`src/rtl/dali_tx_pkg.sv`:
```
package dali_tx_pkg;

    typedef enum logic {
        FRAME_REPLY   = 1'b0,
        FRAME_COMMAND = 1'b1
    } frame_kind_e;

    localparam int CMD_BITS    = 16;
    localparam int REPLY_BITS  = 8;
    localparam int STOP_HALVES = 4;
    localparam int CMD_PAD     = 26;
    localparam int REPLY_PAD   = 2;
    localparam int CMD_LEN     = CMD_PAD + 2 + 2 * CMD_BITS + STOP_HALVES;
    localparam int REPLY_LEN   = REPLY_PAD + 2 + 2 * REPLY_BITS + STOP_HALVES;
    localparam int STREAM_W    = CMD_LEN;
    localparam int LEN_W       = $clog2(STREAM_W + 1);

    // start bit is a logical one: low half then high half
    localparam logic [1:0] START_PAIR = 2'b01;

    function automatic logic [1:0] half_pair(input logic b);
        return {~b, b};
    endfunction

    typedef struct packed {
        logic [STREAM_W-1:0] bits;
        logic [LEN_W-1:0]    len;
    } halfbit_frame_t;

endpackage

```
`src/rtl/dali_te_timer.sv`:
```
module dali_te_timer #(
    parameter int CLK_PER_TE = 16000
) (
    input  logic clk_i,
    input  logic rst_i,
    input  logic clear_i,
    input  logic run_i,
    output logic tick_o
);
    localparam int CW = (CLK_PER_TE > 1) ? $clog2(CLK_PER_TE) : 1;
    localparam logic [CW-1:0] LAST = CW'(CLK_PER_TE - 1);

    logic [CW-1:0] cnt_q;

    assign tick_o = run_i && (cnt_q == LAST);

    always_ff @(posedge clk_i) begin
        if (rst_i || clear_i || !run_i) begin
            cnt_q <= '0;
        end else if (cnt_q == LAST) begin
            cnt_q <= '0;
        end else begin
            cnt_q <= cnt_q + 1'b1;
        end
    end
endmodule

```
`src/rtl/dali_frame_builder.sv`:
```
module dali_frame_builder
    import dali_tx_pkg::*;
(
    input  frame_kind_e    kind_i,
    input  logic [15:0]    word_i,
    output halfbit_frame_t frame_o
);
    logic [2*CMD_BITS-1:0] enc;

    for (genvar g = 0; g < CMD_BITS; g++) begin : g_enc
        assign enc[2*g+1 -: 2] = half_pair(word_i[g]);
    end

    always_comb begin
        if (kind_i == FRAME_COMMAND) begin
            frame_o.bits = {{CMD_PAD{1'b1}}, START_PAIR, enc,
                            {STOP_HALVES{1'b1}}};
            frame_o.len  = LEN_W'(CMD_LEN);
        end else begin
            frame_o.bits = {{REPLY_PAD{1'b1}}, START_PAIR,
                            enc[2*REPLY_BITS-1:0], {STOP_HALVES{1'b1}},
                            {(STREAM_W - REPLY_LEN){1'b0}}};
            frame_o.len  = LEN_W'(REPLY_LEN);
        end
    end
endmodule

```
`src/rtl/dali_halfbit_shifter.sv`:
```
module dali_halfbit_shifter
    import dali_tx_pkg::*;
(
    input  logic           clk_i,
    input  logic           rst_i,
    input  logic           load_i,
    input  halfbit_frame_t frame_i,
    input  logic           pol_i,
    input  logic           tick_i,
    output logic           busy_o,
    output logic           done_o,
    output logic           level_o
);
    logic [STREAM_W-1:0] sr_q;
    logic [LEN_W-1:0]    left_q;
    logic                busy_q;
    logic                done_q;
    logic                pol_q;

    always_ff @(posedge clk_i) begin
        if (rst_i) begin
            sr_q   <= '0;
            left_q <= '0;
            busy_q <= 1'b0;
            done_q <= 1'b0;
            pol_q  <= 1'b1;
        end else begin
            done_q <= 1'b0;
            if (load_i && !busy_q) begin
                sr_q   <= frame_i.bits;
                left_q <= frame_i.len;
                busy_q <= 1'b1;
                pol_q  <= pol_i;
            end else if (busy_q && tick_i) begin
                sr_q   <= {sr_q[STREAM_W-2:0], 1'b1};
                left_q <= left_q - 1'b1;
                if (left_q == LEN_W'(1)) begin
                    busy_q <= 1'b0;
                    done_q <= 1'b1;
                end
            end
        end
    end

    // low idle: invert the whole stream
    assign level_o = sr_q[STREAM_W-1] ^ ~pol_q;
    assign busy_o  = busy_q;
    assign done_o  = done_q;
endmodule

```
`src/rtl/dali_manch_tx.sv`:
```
module dali_manch_tx
    import dali_tx_pkg::*;
#(
    parameter int CLK_PER_TE = 16000
) (
    input  logic        clk_i,
    input  logic        rst_i,
    input  logic        start_i,
    input  logic        fwd_i,
    input  logic [15:0] word_i,
    input  logic        idle_hi_i,
    output logic        line_o,
    output logic        busy_o,
    output logic        done_o
);
    halfbit_frame_t frame;
    frame_kind_e    kind;
    logic           te_tick;
    logic           busy;
    logic           level;
    logic           accept;

    assign kind   = frame_kind_e'(fwd_i);
    assign accept = start_i && !busy;

    dali_frame_builder u_build (
        .kind_i  (kind),
        .word_i  (word_i),
        .frame_o (frame)
    );

    dali_te_timer #(.CLK_PER_TE(CLK_PER_TE)) u_timer (
        .clk_i   (clk_i),
        .rst_i   (rst_i),
        .clear_i (accept),
        .run_i   (busy),
        .tick_o  (te_tick)
    );

    dali_halfbit_shifter u_shift (
        .clk_i   (clk_i),
        .rst_i   (rst_i),
        .load_i  (accept),
        .frame_i (frame),
        .pol_i   (idle_hi_i),
        .tick_i  (te_tick),
        .busy_o  (busy),
        .done_o  (done_o),
        .level_o (level)
    );

    assign busy_o = busy;
    assign line_o = busy ? level : idle_hi_i;
endmodule

```
`config.mk`:
```
export PLATFORM = sky130hd
export DESIGN_NAME = dali_manch_tx
export DESIGN_NICKNAME = d
export VERILOG_FILES = /design/src/rtl/dali_tx_pkg.sv /design/src/rtl/dali_te_timer.sv /design/src/rtl/dali_frame_builder.sv /design/src/rtl/dali_halfbit_shifter.sv /design/src/rtl/dali_manch_tx.sv
export SDC_FILE = /design/constraint.sdc
export NUM_CORES = 1
export LEC_CHECK = 0
export ABC_CLOCK_PERIOD_IN_PS = 2470
export BUFFER_PORTS_ARGS = -buffer_cell sky130_fd_sc_hd__buf_2
export CAP_MARGIN = 20
export CORE_ASPECT_RATIO = 1.5
export CORE_MARGIN = 2
export CORE_UTILIZATION = 50
export DETAILED_ROUTE_END_ITERATION = 8
export GPL_TIMING_DRIVEN = 0
export HOLD_SLACK_MARGIN = 0.12
export PLACE_DENSITY = 0.71
export SLEW_MARGIN = 20
export SYNTH_ARGS = -nofsm -noshare
export SYNTH_HDL_FRONTEND = slang
export SYNTH_SLANG_ARGS = --single-unit
```
`constraint.sdc`:
```
create_clock -name clk_i -period 2.47 [get_ports clk_i]
set_clock_uncertainty 0.15 [all_clocks]
set_input_delay 0.3705 -clock clk_i [delete_from_list [all_inputs] [get_ports clk_i]]
set_output_delay 0.3705 -clock clk_i [all_outputs]
set_load 0.1 [all_outputs]
```
==> results.md <==
- Unrepaired setup endpoints after global routing: false
- Worst path required time: 2.53 ns
- Final-stage net count: 540
- Worst Tran Pin Value: 0.839 ns
- Placed wire-length estimate: 6.71 mm
- Reg-to-reg startpoint: u_shift.busy_o
- Antenna viol nets, final: 0
- Startpoint Class: register
- R2R depth: 8
- First-pass GRT wire length: 16.0 mm
- Critical setup path kind: register to register
- Length of the first detailed-routing pass in iterations: 5
- Initial antenna violation count: 0
- Maximum count of clock buffers along a single path: 2
- Part of the Yosys area used for sequential elements: 0.459
- Netlist area before placement: 3840 um2
- Synth Register Bits: 88
- Worst rel slew slack: 0.435
- Setup slack of the worst register-to-register path: 0.16 ns
- Via count: 3550
- Wire length after detailed routing: 9.37 mm
- Final estimated routing congestion in global placement: 0.857
- Final hold viol count: 0
- Overflow after GRT: 0
- Maximum number of pins on one net before global-route repair: 14
- Floorplan die area: 8400 um2
- Clock Sink Count: 88
- Pre-CTS WS: 0.174 ns
- Endpoint class of the critical path: register
- Final Critical Period: 2.31 ns
- Synthesized net count: 501
- Clock-pin slew on the worst setup and hold paths: 0.06 ns
- CTS tree: yes
- Area added between synthesis and finish: 15.2%
- Count of H-tree levels built during CTS: 3
- Final slew viol count: 0
- Setup violations, final: 0
- Met1 layer usage reported by global route: 0.286
- Mean Syn Cell Area: 8.04 um2
- Ports placed on the boundary: 24
- GRT Total Usage: 0.242
- Rows: 39
- Initial drt markers: 190
- Result of the run: finished clean
- Worst Hold Path EP: u_shift.sr_q[57]
- Cell depth of the worst hold path: 2
- Gr busiest metal: met2
- Most frequent standard cell in the layout excluding fill and tap cells: sky130_fd_sc_hd__dfxtp_1
- PortBufs: 22
- Maximum frequency from static timing analysis: 433 MHz
- Ratio of total power to cell area: 709 nW/um2
- Vias per cell: 5.71
- Ant. Diodes: 0
- Fraction of final layout cells sized beyond drive strength 1: 0.106
- Wire length per cell after detailed routing: 15.1 um
- Yosys warning total: 0
- Gate Count Post-Synth: 477
- Die height: 111 um
- Met2 GRT Util: 0.408
- Worst IR Drop VDD: 439 uV
- Starting density of the core: 0.510
- Maxcap violations: 0
- Hold Path Class: input pin to register
- Vias in the first global route: 3498
- Share of the clock period used by the worst path after layout: 0.935
- Final TNS setup: 0 ns
- Insertion delay of the later-clocked pin in the worst-skew pair: 0.34 ns
- Core area: 7510 um2
- Met3 usage: 0.0291
- Leakage Power: 1.71 nW
- Commonest cells after routing, fill and taps aside: sky130_fd_sc_hd__dfxtp_1, sky130_fd_sc_hd__nor2_1, sky130_fd_sc_hd__nor3_1
- Root cell of the clock tree: sky130_fd_sc_hd__clkbuf_16
- Reg2reg end: u_shift.left_q[5]
- Maximum fanout along the worst path: 10
- Least setup slack across all paths after layout: 0.160 ns
- Final Total Pwr: 3.13 mW
- Distinct cell type count after synthesis: 39
- Width of the die: 75.5 um
- Number of design rule violations left after detail routing: 0
- Data arrival, critical path: 2.37 ns
- CTS Buf Count: 9
- Hold path startpoint: word_i[6]
==> layer usage <==
metal / vias to the layer above / wire [um]
met3: 14 / 328
met2: 70 / 4920
li1: 1774 / -
met5: - / 0
met1: 1692 / 3950
met4: 0 / 165
==> stage by stage <==
stage,hold slack [ns],utilization,area (um2),std cells
after floorplan,0.268,-,3840,477
after global placement,0.281,0.542,4080,601
after detailed placement,0.299,0.542,4080,601
after CTS,0.124,0.587,4410,622
after global routing,0.125,0.588,4420,622
final,0.130,0.588,4420,622
==> sequential cells by signal, summed over array words and instances (netlist names) <==
register / count
u_shift.sr_q: 64
u_shift.pol_q: 1
u_shift.busy_o: 1
u_timer.cnt_q: 14
u_shift.left_q: 7
u_shift.done_o: 1
==> synth_stat cells <==
cell | number | share of area
sky130_fd_sc_hd__a2111oi_0 | 16 | 0.037
sky130_fd_sc_hd__a211oi_1 | 1 | 0.0020
sky130_fd_sc_hd__a21oi_1 | 43 | 0.056
sky130_fd_sc_hd__a31oi_1 | 1 | 0.0016
sky130_fd_sc_hd__and4_1 | 1 | 0.0023
sky130_fd_sc_hd__and4b_1 | 1 | 0.0026
sky130_fd_sc_hd__buf_1 | 1 | 0.00098
sky130_fd_sc_hd__buf_2 | 9 | 0.012
sky130_fd_sc_hd__buf_6 | 2 | 0.0059
sky130_fd_sc_hd__clkbuf_1 | 33 | 0.032
sky130_fd_sc_hd__dfxtp_1 | 88 | 0.46
sky130_fd_sc_hd__ha_1 | 3 | 0.0098
sky130_fd_sc_hd__inv_1 | 21 | 0.021
sky130_fd_sc_hd__mux2_2 | 1 | 0.0029
sky130_fd_sc_hd__mux2i_1 | 1 | 0.0026
sky130_fd_sc_hd__nand2_1 | 17 | 0.017
sky130_fd_sc_hd__nand2b_1 | 4 | 0.0065
sky130_fd_sc_hd__nand3_1 | 11 | 0.014
sky130_fd_sc_hd__nand3b_1 | 1 | 0.0020
sky130_fd_sc_hd__nand4_1 | 2 | 0.0033
sky130_fd_sc_hd__nand4_2 | 1 | 0.0033
sky130_fd_sc_hd__nand4b_1 | 1 | 0.0023
sky130_fd_sc_hd__nand4bb_1 | 1 | 0.0029
sky130_fd_sc_hd__nor2_1 | 73 | 0.071
sky130_fd_sc_hd__nor2b_1 | 1 | 0.0016
sky130_fd_sc_hd__nor3_1 | 72 | 0.094
sky130_fd_sc_hd__nor3b_1 | 2 | 0.0039
sky130_fd_sc_hd__nor4_1 | 40 | 0.065
sky130_fd_sc_hd__nor4_2 | 1 | 0.0033
sky130_fd_sc_hd__o211ai_1 | 7 | 0.014
sky130_fd_sc_hd__o21ai_1 | 1 | 0.0013
sky130_fd_sc_hd__o311a_1 | 1 | 0.0026
sky130_fd_sc_hd__o31a_1 | 1 | 0.0023
sky130_fd_sc_hd__o31ai_1 | 1 | 0.0020
sky130_fd_sc_hd__o41ai_2 | 1 | 0.0042
sky130_fd_sc_hd__or3b_2 | 1 | 0.0023
sky130_fd_sc_hd__or4_1 | 1 | 0.0020
sky130_fd_sc_hd__xnor2_1 | 12 | 0.027
sky130_fd_sc_hd__xor2_1 | 2 | 0.0046
==> area by class of cell <==
cell class	instances	area (um2)
buffer	45	196
clock buffer	11	253
multi-input combinational	323	1810
tap	102	128
clock inverter	4	20.0
inverter	21	78.8
fill	719	3100
timing repair buffer	28	170
sequential	88	1760
==> worst max-delay path by stage <==
stage / start / end / slack [ns] / cells after the start
2_1_floorplan: u_shift.busy_o / u_shift.left_q[5] / 0.10 / 8
3_3_place_gp: u_shift.busy_o / u_shift.sr_q[56] / 0.24 / 6
3_5_place_dp: u_timer.cnt_q[3] / u_shift.sr_q[17] / 0.17 / 7
4_1_cts: u_timer.cnt_q[3] / u_shift.sr_q[17] / 0.16 / 7
5_1_grt: u_timer.cnt_q[0] / u_timer.cnt_q[4] / 0.01 / 7
6_report: u_shift.busy_o / u_shift.left_q[5] / 0.16 / 8
==> kinds of logic (layout without fill, tap and decap cells) <==
family / after synthesis / count (layout) / share of synthesized area
simple gates: 231 / 231 / 0.300
flops: 88 / 88 / 0.459
compound gates: 73 / 73 / 0.122
buf+inv: 66 / 109 / 0.0714
xor+xnor: 14 / 14 / 0.0320
fa+ha+maj: 3 / 3 / 0.00979
mux: 2 / 2 / 0.00554
==> power by group <==
part	internal (mW)	switching (mW)
combinational	0.125	0.195
clock	0.723	0.530
sequential	1.51	0.0495
total	2.36	0.775
==> timing repair <==
item	4_1_cts	5_1_grt
endpoints found under the setup margin	0	4
hold endpoints to repair	6	0
hold buffers	6	0
resized for setup	0	3
setup buffers	0	0
==> critical path: stages (launching register included) <==
cell	delay [ns]
sky130_fd_sc_hd__dfxtp_2	0.32
sky130_fd_sc_hd__clkbuf_1	0.28
sky130_fd_sc_hd__nand3_1	0.21
sky130_fd_sc_hd__or4_1	0.43
sky130_fd_sc_hd__buf_2	0.18
sky130_fd_sc_hd__buf_6	0.15
sky130_fd_sc_hd__buf_2	0.19
sky130_fd_sc_hd__o21ai_1	0.18
sky130_fd_sc_hd__o41ai_2	0.09
No activity file was read; power rests on OpenSTA's default activity.
